--- src/rtl/rtc_alm_pkg.sv ---
package rtc_alm_pkg;
  localparam int DW    = 8;
  localparam int IDX_W = 7;
  localparam int N_FLD = 3;

  localparam logic [IDX_W-1:0] IDX_CTRL  = 7'd11;
  localparam logic [IDX_W-1:0] IDX_STAT  = 7'd12;
  localparam logic [IDX_W-1:0] IDX_FIXED = 7'd13;

  localparam int BIT_SUM = 7;
  localparam int BIT_PER = 6;
  localparam int BIT_ALM = 5;
  localparam int BIT_UPD = 4;

  localparam logic [DW-1:0] WILD_MASK = 8'hC0;
  localparam logic [DW-1:0] CTRL_RST  = 8'h02;
  localparam logic [DW-1:0] FIXED_VAL = 8'h80;
endpackage

--- src/rtl/rtc_alm_regfile.sv ---
module rtc_alm_regfile
  import rtc_alm_pkg::*;
#(
  parameter int DW_P    = DW,
  parameter int IDX_W_P = IDX_W,
  parameter int N_FLD_P = N_FLD
) (
  input  logic                          clk_i,
  input  logic                          rst_ni,
  input  logic                          sel_data_i,
  input  logic                          wr_i,
  input  logic [DW_P-1:0]               wdata_i,
  output logic [IDX_W_P-1:0]            idx_o,
  output logic [N_FLD_P-1:0][DW_P-1:0]  alarm_o,
  output logic [DW_P-1:0]               ctrl_o
);
  logic idx_we, data_we;
  assign idx_we  = wr_i & ~sel_data_i;
  assign data_we = wr_i &  sel_data_i;

  always_ff @(posedge clk_i or negedge rst_ni) begin
    if (!rst_ni)     idx_o <= '0;
    else if (idx_we) idx_o <= wdata_i[IDX_W_P-1:0];
  end

  // alarm byte f sits at odd index 2f+1
  for (genvar f = 0; f < N_FLD_P; f++) begin : g_alm
    localparam logic [IDX_W_P-1:0] MY_IDX = IDX_W_P'(2*f + 1);
    always_ff @(posedge clk_i or negedge rst_ni) begin
      if (!rst_ni)                          alarm_o[f] <= '0;
      else if (data_we && idx_o == MY_IDX)  alarm_o[f] <= wdata_i;
    end
  end

  always_ff @(posedge clk_i or negedge rst_ni) begin
    if (!rst_ni)                           ctrl_o <= CTRL_RST;
    else if (data_we && idx_o == IDX_CTRL) ctrl_o <= wdata_i;
  end
endmodule

--- src/rtl/rtc_alm_match.sv ---
module rtc_alm_match
  import rtc_alm_pkg::*;
#(
  parameter int DW_P    = DW,
  parameter int N_FLD_P = N_FLD
) (
  input  logic [N_FLD_P-1:0][DW_P-1:0] alarm_i,
  input  logic [N_FLD_P-1:0][DW_P-1:0] time_i,
  output logic                         hit_o
);
  logic [N_FLD_P-1:0] fld_hit;

  for (genvar f = 0; f < N_FLD_P; f++) begin : g_cmp
    logic wild;
    assign wild       = (alarm_i[f] & WILD_MASK) == WILD_MASK;
    assign fld_hit[f] = wild | (alarm_i[f] == time_i[f]);
  end

  assign hit_o = &fld_hit;
endmodule

--- src/rtl/rtc_alm_status.sv ---
module rtc_alm_status
  import rtc_alm_pkg::*;
#(
  parameter int DW_P = DW
) (
  input  logic            clk_i,
  input  logic            rst_ni,
  input  logic            per_ev_i,
  input  logic            alm_ev_i,
  input  logic            upd_ev_i,
  input  logic            clr_i,
  output logic [DW_P-1:0] stat_o
);
  logic [DW_P-1:0] set_bits;

  always_comb begin
    set_bits = '0;
    if (per_ev_i) begin set_bits[BIT_PER] = 1'b1; set_bits[BIT_SUM] = 1'b1; end
    if (alm_ev_i) begin set_bits[BIT_ALM] = 1'b1; set_bits[BIT_SUM] = 1'b1; end
    if (upd_ev_i) begin set_bits[BIT_UPD] = 1'b1; set_bits[BIT_SUM] = 1'b1; end
  end

  // new events win over the read-clear
  always_ff @(posedge clk_i or negedge rst_ni) begin
    if (!rst_ni)    stat_o <= '0;
    else if (clr_i) stat_o <= set_bits;
    else            stat_o <= stat_o | set_bits;
  end
endmodule

--- src/rtl/rtc_alm_irq.sv ---
module rtc_alm_irq
  import rtc_alm_pkg::*;
#(
  parameter int DW_P    = DW,
  parameter int IDX_W_P = IDX_W,
  parameter int N_FLD_P = N_FLD
) (
  input  logic            clk_i,
  input  logic            rst_ni,
  input  logic            sel_data_i,
  input  logic            wr_i,
  input  logic            rd_i,
  input  logic [DW_P-1:0] wdata_i,
  output logic [DW_P-1:0] rdata_o,
  input  logic [DW_P-1:0] sec_i,
  input  logic [DW_P-1:0] min_i,
  input  logic [DW_P-1:0] hour_i,
  input  logic            update_end_i,
  input  logic            periodic_i,
  output logic            irq_o
);
  logic [IDX_W_P-1:0]           idx_q;
  logic [N_FLD_P-1:0][DW_P-1:0] alarm_q;
  logic [N_FLD_P-1:0][DW_P-1:0] time_w;
  logic [DW_P-1:0]              ctrl_q;
  logic [DW_P-1:0]              status_q;
  logic                         alm_hit, stat_rd;

  assign time_w[0] = sec_i;
  assign time_w[1] = min_i;
  assign time_w[2] = hour_i;

  rtc_alm_regfile #(.DW_P(DW_P), .IDX_W_P(IDX_W_P), .N_FLD_P(N_FLD_P)) u_regs (
    .clk_i      (clk_i),
    .rst_ni     (rst_ni),
    .sel_data_i (sel_data_i),
    .wr_i       (wr_i),
    .wdata_i    (wdata_i),
    .idx_o      (idx_q),
    .alarm_o    (alarm_q),
    .ctrl_o     (ctrl_q)
  );

  rtc_alm_match #(.DW_P(DW_P), .N_FLD_P(N_FLD_P)) u_match (
    .alarm_i (alarm_q),
    .time_i  (time_w),
    .hit_o   (alm_hit)
  );

  assign stat_rd = rd_i & sel_data_i & (idx_q == IDX_STAT);

  rtc_alm_status #(.DW_P(DW_P)) u_stat (
    .clk_i    (clk_i),
    .rst_ni   (rst_ni),
    .per_ev_i (periodic_i & ctrl_q[BIT_PER]),
    .alm_ev_i (update_end_i & ctrl_q[BIT_ALM] & alm_hit),
    .upd_ev_i (update_end_i & ctrl_q[BIT_UPD]),
    .clr_i    (stat_rd),
    .stat_o   (status_q)
  );

  assign irq_o = status_q[BIT_SUM];

  always_comb begin
    rdata_o = '0;
    for (int f = 0; f < N_FLD_P; f++) begin
      if (idx_q == IDX_W_P'(2*f))     rdata_o = time_w[f];
      if (idx_q == IDX_W_P'(2*f + 1)) rdata_o = alarm_q[f];
    end
    if (idx_q == IDX_CTRL)  rdata_o = ctrl_q;
    if (idx_q == IDX_STAT)  rdata_o = status_q;
    if (idx_q == IDX_FIXED) rdata_o = FIXED_VAL;
  end
endmodule

--- config.mk ---
export PLATFORM = sky130hd
export DESIGN_NAME = rtc_alm_irq
export DESIGN_NICKNAME = d
export VERILOG_FILES = /design/src/rtl/rtc_alm_pkg.sv /design/src/rtl/rtc_alm_regfile.sv /design/src/rtl/rtc_alm_match.sv /design/src/rtl/rtc_alm_status.sv /design/src/rtl/rtc_alm_irq.sv
export SDC_FILE = /design/constraint.sdc
export NUM_CORES = 1
export LEC_CHECK = 0
export ABC_AREA = 1
export BUFFER_PORTS_ARGS = -buffer_cell sky130_fd_sc_hd__buf_2
export CELL_PAD_IN_SITES_DETAIL_PLACEMENT = 1
export CELL_PAD_IN_SITES_GLOBAL_PLACEMENT = 1
export CORE_ASPECT_RATIO = 2
export CORE_MARGIN = 8
export CORE_UTILIZATION = 36
export DETAILED_ROUTE_END_ITERATION = 7
export GPL_TIMING_DRIVEN = 0
export PLACE_DENSITY = 0.81
export SLEW_MARGIN = 20
export SYNTH_ARGS = -nofsm -noshare
export SYNTH_HDL_FRONTEND = slang
export SYNTH_SLANG_ARGS = --single-unit
export TNS_END_PERCENT = 100
--- constraint.sdc ---
create_clock -name clk_i -period 1.68 [get_ports clk_i]
set_clock_uncertainty 0.2 [all_clocks]
set_input_delay 0.252 -clock clk_i [delete_from_list [all_inputs] [get_ports clk_i]]
set_output_delay 0.252 -clock clk_i [all_outputs]
set_load 0.005 [all_outputs]
# Yosys cells after proc, flatten, opt, wreduce, memory -nomap -nowiden
# Index checks and enable logic that the tools add are counted.
[word_totals]
ff_bits = 47
input_bits = 39
[op_classes]
bitwise_logic = 13
n_reduce_logical = 6
eq_ne = 14
mux = 15
[op_table]
columns = ["op", "count"]
rows = [
  ["$mux W8", 10],
  ["$eq A8 B8 Y1", 3],
  ["$eq A7 B4 Y1 const B", 3],
  ["$eq A7 B2 Y1 const B", 2],
  ["$eq A7 B3 Y1 const B", 2],
  ["$and A1 B1 Y1", 8],
  ["$or A8 B8 Y8", 1],
  ["$eq A7 B1 Y1 const B", 1],
  ["$logic_not A7 Y1", 1],
  ["$eq A2 B2 Y1 const B", 3],
  ["$logic_and A1 B1 Y1", 4],
  ["$mux W1", 4],
  ["$or A1 B1 Y1", 3],
  ["$reduce_and A3 Y1", 1],
  ["$mux W2", 1],
  ["$not A1 Y1", 1],
]

# Depth between registers and ports, before layout
# Gate-level depths: netlist of run 1.
[depth]
ltp_word = 10
ltp_mapped = 10

# Modules after synthesis
# From an unflattened synthesis of run 1, not the netlist that was laid out.
[hier_totals]
hier_cells = 440
area_unflattened_um2 = 3057.9
[by_module_without_submodules]
columns = ["module", "instances", "cells_per_inst", "area_per_inst_um2"]
rows = [
  ["rtc_alm_regfile", 1, 177, 1725.4],
  ["rtc_alm_irq", 1, 163, 765.7],
  ["rtc_alm_match", 1, 78, 382.9],
  ["rtc_alm_status", 1, 22, 183.9],
]

# Least setup slack after synthesis of run 1
# No wires, ideal clock.
[synth_timing]
kind = "flip-flop to output port"
startpoint = "reg u_regs.idx_o[4]"
endpoint = "out rdata_o[3]"
slack_ns = -0.049
path_stages_with_launch = 8
arrival_time_ns = 1.277
t_required_ns = 1.228
cell_sequence = "dfrtp_1 > nor2_2 > nand4_1 > nor2_4 > inv_1 > o21ai_0 > inv_1 > a21oi_1"
[synth_via]
elab_chain_cells = 10
word_cells_on_any_way = 18
[synth_lines]
columns = ["item", "line_no", "source"]
rows = [
  ["start: declaration", "rtc_alm_regfile.sv:13", "output logic [IDX_W_P-1:0] idx_o,"],
  ["start signal: assignment", "rtc_alm_regfile.sv:23", "else if (idx_we) idx_o <= wdata_i[IDX_W_P-1:0];"],
  ["$logic_not A7 Y1", "rtc_alm_irq.sv:67", "if (idx_q == IDX_W_P'(2*f)) rdata_o = time_w[f];"],
  ["$mux W8", "rtc_alm_irq.sv:67", ""],
  ["$mux W8", "rtc_alm_irq.sv:68", "if (idx_q == IDX_W_P'(2*f + 1)) rdata_o = alarm_q[f];"],
  ["$mux W8", "rtc_alm_irq.sv:67", ""],
  ["$mux W8", "rtc_alm_irq.sv:68", ""],
  ["$mux W8", "rtc_alm_irq.sv:67", ""],
  ["$mux W8", "rtc_alm_irq.sv:68", ""],
  ["$mux W8", "rtc_alm_irq.sv:70", "if (idx_q == IDX_CTRL) rdata_o = ctrl_q;"],
  ["$mux W8", "rtc_alm_irq.sv:71", "if (idx_q == IDX_STAT) rdata_o = status_q;"],
  ["$mux W8 *", "rtc_alm_irq.sv:72", "if (idx_q == IDX_FIXED) rdata_o = FIXED_VAL;"],
  ["end: declaration", "rtc_alm_irq.sv:14", "output logic [DW_P-1:0] rdata_o,"],
]
# Every way passes the cells marked *; elsewhere a longest branch is shown, timed or not.

# Worst setup path after layout of run 1
[layout_timing]
startpoint = "reg u_regs.idx_o[6]"
endpoint = "out rdata_o[7]"
# Same word-level chain as after synthesis.

==> flow_metrics.tcl, run 1 <==
set metrics [dict create \
    initial_utilization_pct 36.6 \
    yosysWarnings 0 \
    hold_class "input pin to flip-flop" \
    arrival_ps 1940 \
    fin_setup_tns_ps -9630 \
    worst_path_max_delay_cell "dfrtp_2" \
    die_y_um 139 \
    worstPathRequired_ps 1230 \
    wl_per_cell_um 19.7 \
    crit_family "simple AND/OR/NAND/NOR gates" \
    critPathBufInv 5 \
    root_buffer "clkbuf_16" \
    peakVddDrop_mv 1.03 \
    r2r-start "u_regs.idx_o[6]" \
    cts_sinks 43 \
    fillers 962 \
    synthCells 388 \
    ys_top_cells_by_area "dfrtp_1, nand2_1, inv_1, nand3_1, o21ai_0" \
    crit_type "flip-flop to output pin" \
    path_clk_slew_ps 60 \
    drtAntennaViolNets 0 \
    drv_cap 0 \
    routed_via_density 5.22 \
    syn_nets 427 \
    end_kind "output pin" \
    design_area_um2 3930 \
    portBuffers 47 \
    wirelength_um 11100 \
    reg2reg_slack_ps -250 \
    hold_viol 0 \
    netlist-cell-type-count 25 \
    p_leak_nw 1.96 \
    p_total_w 0.00349 \
    grt_max_degree 44 \
    clk_latency_ps 290 \
    num_vias 2950 \
    antenna_cells 0 \
    grt_pass1_wl_um 15200 \
    gp_congestion 0.845 \
    die_area_um2 10800 \
    report.final.slew_viol_count 0 \
    outcome "finished, violations left" \
    cts_tree "done" \
    hpwl_um 6890 \
    drive_above_1_share_pct 39.7 \
    holdPathEnd "u_stat.stat_o[4]" \
    violations "negative setup slack" \
    fin_cells 565 \
    antenna_found_initial 0 \
    worstHoldPathCells 3 \
    rsz0062_at_grt "yes" \
    power_density_nw_per_um2 888 \
    die_w_um 77.7 \
    drtIter0Drc 124 \
    grt-ovfl-total 0 \
    htreeDepth 2 \
    numCtsBuffers 5 \
    synth.avg_cell_area_um2 7.06 \
    drt_pre_antenna_iters 4 \
    cts_buffer_depth 2 \
    finalSetupViolations 40 \
    netlist.area_leader.share_pct 38.4 \
    final.min_clock_period_ps 2390 \
    grt_pass1_vias 2982 \
    track_usage_pct 18.0 \
    yosysTopAreaCell "dfrtp_1" \
    nets 509 \
    dp_cells 529 \
    worst_slew_pin_slew_ps 607 \
    seq_area_frac_synth_pct 39.4 \
    syn_to_final_growth_pct 43.6 \
    reg2reg_to "u_regs.alarm_o[22]" \
    min_from "update_end_i" \
    core_um2 7490 \
    fp-row-count 45 \
    dpl_cell_area_um2 3100 \
    path_max_fanout 7 \
    setup_ws_ps -709 \
    ys_ff_latch 43 \
    crit_cells 12 \
    final_util_pct 52.5 \
    period_share_pct 142 \
    relSlewSlack_pct 59.5 \
    path_cells "inv_2, nand2_2, nor2_4, buf_12, buf_8, nand3_2, o21ai_1, inv_1, nand4_1, nor2_1, nand3_1, buf_2" \
    startpoint_type "flip-flop" \
    ios 48 \
    synth_area_um2 2740 \
    route.detailed.drc 0 \
    timing.fmax_mhz 419 \
    slowest_delay_ps 450 \
    reg2reg_depth 8 \
]
-- timing repair --
item / in CTS / in global routing
gates resized for setup: 46 / 79
setup endpoints to repair: 42 / 44
cloned: 4 / 2
endpoints found under the hold margin: 43 / 0
pin swaps: 17 / 25
hold buffers: 2 / 0
setup buffers: 13 / 7
-- area by class of cell --
type / instances / area [um2] / area share (%)
Multi-Input combinational cell: 281 / 1750 / 44.5
Sequential cell: 43 / 1080 / 27.5
Timing Repair Buffer: 75 / 528 / 13.4
Inverter: 57 / 219 / 5.57
Clock buffer: 8 / 156 / 3.98
Tap cell: 94 / 118 / 2.99
Buffer: 7 / 78.8 / 2.01
-- through the flow --
step | setup slack (ps) | hold slack, ps
6_report | -709 | 41.2
2_1_floorplan | -22.7 | -244
3_3_place_gp | -437 | 246
4_1_cts | -609 | 32.8
5_1_grt | -782 | 67.8
3_5_place_dp | -465 | 250
-- layer usage --
| layer | vias up | wire length (um) | track usage [%] |
|---|---|---|---|
| li1 | 1387 | - | - |
| met4 | 0 | 359 | 6.91 |
| met1 | 1460 | 4050 | 19.6 |
| met3 | 27 | 437 | 3.23 |
| met2 | 76 | 6260 | 32.7 |
| met5 | - | 0 | 0 |
-- state kept, by name, summed over array words and instances (netlist names) --
register and flops:
u_regs.idx_o 7, u_stat.stat_o 4, u_regs.ctrl_o 8, u_regs.alarm_o 24
-- cell families after synthesis --
group	Yosys count	synth area share [%]
AO/OA/AOI/OAI	65	13.6
XOR/XNOR	12	3.84
buffers and inverters	64	10.3
flip-flops	43	39.4
AND/OR/NAND/NOR	204	33.0
-- worst register-to-register path: stages, from the launching register on --
cell and delay, ps:
dfrtp_2 450, nor2_4 150, nand4_1 190, nor2_4 310, buf_6 160, nand2_8 70
buf_6 170, nand2_2 50, o21ai_1 60
-- cells in the mapped netlist --
| cell | instances |
|---|---|
| buf_6 | 5 |
| nor4_4 | 1 |
| or2_2 | 3 |
| o21ai_1 | 17 |
| nor2_1 | 29 |
| nand4_1 | 5 |
| o21ai_0 | 28 |
| inv_1 | 53 |
| nand2_4 | 2 |
| nor2_4 | 2 |
| nand2_2 | 7 |
| nand2_1 | 121 |
| inv_2 | 4 |
| clkbuf_1 | 1 |
| buf_4 | 1 |
| nand3_1 | 29 |
| xnor2_1 | 12 |
| a21oi_1 | 6 |
| nor3_1 | 1 |
| o21bai_1 | 5 |
| nor3_2 | 1 |
| dfstp_2 | 1 |
| o21ai_2 | 9 |
| nor2_2 | 3 |
| dfrtp_1 | 42 |
-- cells in the final DEF, fill, tap and decap left out, types with 7 or more instances in the layout --
master / count
nand3_2: 15
o21ai_0: 14
buf_2: 47
nand2_4: 7
nand3_1: 13
nor2_1: 23
nand2_1: 109
o21ai_2: 20
nor2_4: 9
buf_6: 16
inv_1: 44
o21ai_1: 18
xnor2_1: 12
nand2_2: 10
inv_2: 11
dfrtp_1: 38
buf_4: 11
-- report_power, final --
group	internal, W	leakage, nW	total (W)	switching (W)
sequential	0.00122	0.562	0.00144	0.000216
combinational	0.000431	1.32	0.00102	0.000588
clock	0.000633	0.0772	0.00103	0.000401
total	0.00228	1.96	0.00349	0.00121
-- worst max path at each step --
stage,start,to,slack (ps)
after floorplan,u_regs.idx_o[3],rdata_o[3],-20
after global placement,u_regs.idx_o[2],rdata_o[6],-440
after detailed placement,u_regs.idx_o[2],rdata_o[6],-470
after CTS,u_regs.idx_o[5],rdata_o[7],-610
after global routing,u_regs.idx_o[6],rdata_o[7],-780
final,u_regs.idx_o[6],rdata_o[7],-710
No activity file was read; power rests on OpenSTA's default activity.
==> run 2: changes to the inputs <==
--- a/config.mk
+++ b/config.mk
@@ -11,10 +11,11 @@
 export CELL_PAD_IN_SITES_GLOBAL_PLACEMENT = 1
 export CORE_ASPECT_RATIO = 2
 export CORE_MARGIN = 8
-export CORE_UTILIZATION = 36
+export CORE_UTILIZATION = 43
 export DETAILED_ROUTE_END_ITERATION = 7
 export GPL_TIMING_DRIVEN = 0
-export PLACE_DENSITY = 0.81
+export PLACE_DENSITY_LB_ADDON = 0.1
+export RECOVER_POWER = 25
 export SLEW_MARGIN = 20
 export SYNTH_ARGS = -nofsm -noshare
 export SYNTH_HDL_FRONTEND = slang
==> constraint.sdc (replaced) <==
create_clock -name clk_i -period 3.1 [get_ports clk_i]
set_clock_uncertainty 0.2 [all_clocks]
set_input_delay 0.465 -clock clk_i [delete_from_list [all_inputs] [get_ports clk_i]]
set_output_delay 0.465 -clock clk_i [all_outputs]
set_load 0.005 [all_outputs]
==> run 2 against run 1 <==
Net effect: the run now ends clean; combinational power shrank 62%; count of clock-buffer cells in the layout is the same; via count shrank 6.2%; largest power group unchanged; final cell count shrank 6.4%; first-iteration DRC count shrank 27%; worst hold slack gained 130 ps; clock power shrank 46%; largest cell class unchanged.
==> flow_metrics.tcl, run 2 (synthesis results as in run 1) <==
set metrics [dict create \
    antenna_found_initial 0 \
    reg_top3 "u_regs.alarm_o x24, u_regs.ctrl_o x8, u_regs.idx_o x7" \
    grt-ovfl-total 0 \
    grt_pass1_vias 3068 \
    core_um2 6260 \
    drtAntennaViolNets 0 \
    finalSetupViolations 0 \
    nets 481 \
    root_buffer "clkbuf_16" \
    mostFrequentLayoutCells "nand2_1, inv_1, buf_2" \
    hpwl_um 7600 \
    fp-row-count 41 \
    wl_per_cell_um 18.2 \
    report.final.slew_viol_count 0 \
    die_area_um2 9330 \
    fin_setup_tns_ps 0 \
    routed_via_density 5.23 \
    drtIter0Drc 91 \
    arrival_ps 2080 \
    power_density_nw_per_um2 527 \
    antenna_cells 0 \
    num_vias 2767 \
    reg2reg_slack_ps 1250 \
    numCtsBuffers 5 \
    die_y_um 129 \
    cts_sinks 43 \
    r2r-start "u_regs.idx_o[4]" \
    gp_congestion 0.918 \
    drv_cap 0 \
    path_clk_slew_ps 60 \
    initial_utilization_pct 43.7 \
    die_w_um 72.4 \
    syn_to_final_growth_pct 18.2 \
    p_leak_nw 1.66 \
    startpoint_type "flip-flop" \
    final.min_clock_period_ps 2750 \
    postCtsSetupRepairBufs 0 \
    hold_class "input pin to asynchronous set/reset pin" \
    track_usage_pct 21.7 \
    htreeDepth 2 \
    wirelength_um 9640 \
    portBuffers 47 \
    drt_pre_antenna_iters 4 \
    grt_max_degree 44 \
    reg2reg_depth 7 \
    final_common_cell "nand2_1" \
    worstPathRequired_ps 2430 \
    crit_type "flip-flop to output pin" \
    ios 48 \
    peakVddDrop_mv 0.373 \
    grt_pass1_wl_um 15300 \
    period_share_pct 88.7 \
    clk_latency_ps 290 \
    reg2reg_to "u_regs.ctrl_o[7]" \
    drive_above_1_share_pct 21.0 \
    path_max_fanout 5 \
    end_kind "output pin" \
    cts_buffer_depth 2 \
    relSlewSlack_pct 24.6 \
    cts_hold_buf 0 \
    regMostFlops "u_regs.alarm_o" \
    rsz0062_at_grt "no" \
    route.detailed.drc 0 \
    final_util_pct 51.7 \
    ctsResizeCount 0 \
    outcome "complete, no violations" \
    cts_tree "done" \
    worst_slew_pin_slew_ps 1130 \
    timing.fmax_mhz 364 \
    largest_reg_flops 24 \
    hold_viol 0 \
]
-- run 2: cell types whose count changed in the layout (fill, tap and decap cells not counted), sizes merged --
cell,previous run,this run
buf,78,52
dlygate4sd3,2,0
-- run 2: routing by layer --
layer | up-vias | share of wire, % | track usage [%]
li1 | 1328 | - | -
met1 | 1335 | 36 | 20.2
met2 | 73 | 54 | 41.2
met3 | 31 | 3.9 | 3.82
met4 | 0 | 6.0 | 13.9
met5 | - | 0 | 0
-- run 2: how the worst max path moves through the flow --
stage	start	to	slack, ps	cells past startpoint
final	u_regs.idx_o[1]	rdata_o[2]	350	8
after global placement	u_regs.idx_o[1]	rdata_o[2]	760	8
after CTS	u_regs.idx_o[1]	rdata_o[2]	360	8
after detailed placement	u_regs.idx_o[1]	rdata_o[2]	700	8
after floorplan	u_regs.idx_o[4]	rdata_o[3]	1160	7
after global routing	u_regs.idx_o[1]	rdata_o[2]	280	8
-- run 2: layout make-up --
cell class / instances / area (um2)
Sequential cell: 43 / 1080
Multi-Input combinational cell: 281 / 1380
Tap cell: 86 / 108
Clock buffer: 8 / 156
Buffer: 7 / 67.6
Fill cell: 863 / 3020
Inverter: 57 / 214
Timing Repair Buffer: 47 / 235
-- run 2: through the flow --
step | setup slack, ps | power (W) | hold slack, ps | cells | cell area (um2)
5_1_grt | 277 | 0.00179 | 221 | 529 | 3240
6_report | 352 | 0.00171 | 175 | 529 | 3240
2_1_floorplan | 1160 | 0.000989 | -30.6 | 388 | 2740
3_3_place_gp | 762 | 0.00113 | 253 | 521 | 3080
4_1_cts | 359 | 0.00172 | 180 | 529 | 3240
3_5_place_dp | 696 | 0.00116 | 267 | 521 | 3080
-- run 2: worst max-delay path, stage by stage (launching register included) --
cell      delay (ps)
dfrtp_1          430
inv_1            140
nand2_1          130
nor3_2           440
nand2_1          100
nand3_1          160
o21bai_1         100
a21oi_1          150
buf_2            140
-- run 2: report_power, final --
| group | leakage [nW] | switching (W) | internal [W] | total [W] |
|---|---|---|---|---|
| Sequential | 0.567 | 0.0000979 | 0.000660 | 0.000758 |
| Clock | 0.0772 | 0.000215 | 0.000343 | 0.000558 |
| Combinational | 1.02 | 0.000238 | 0.000153 | 0.000391 |
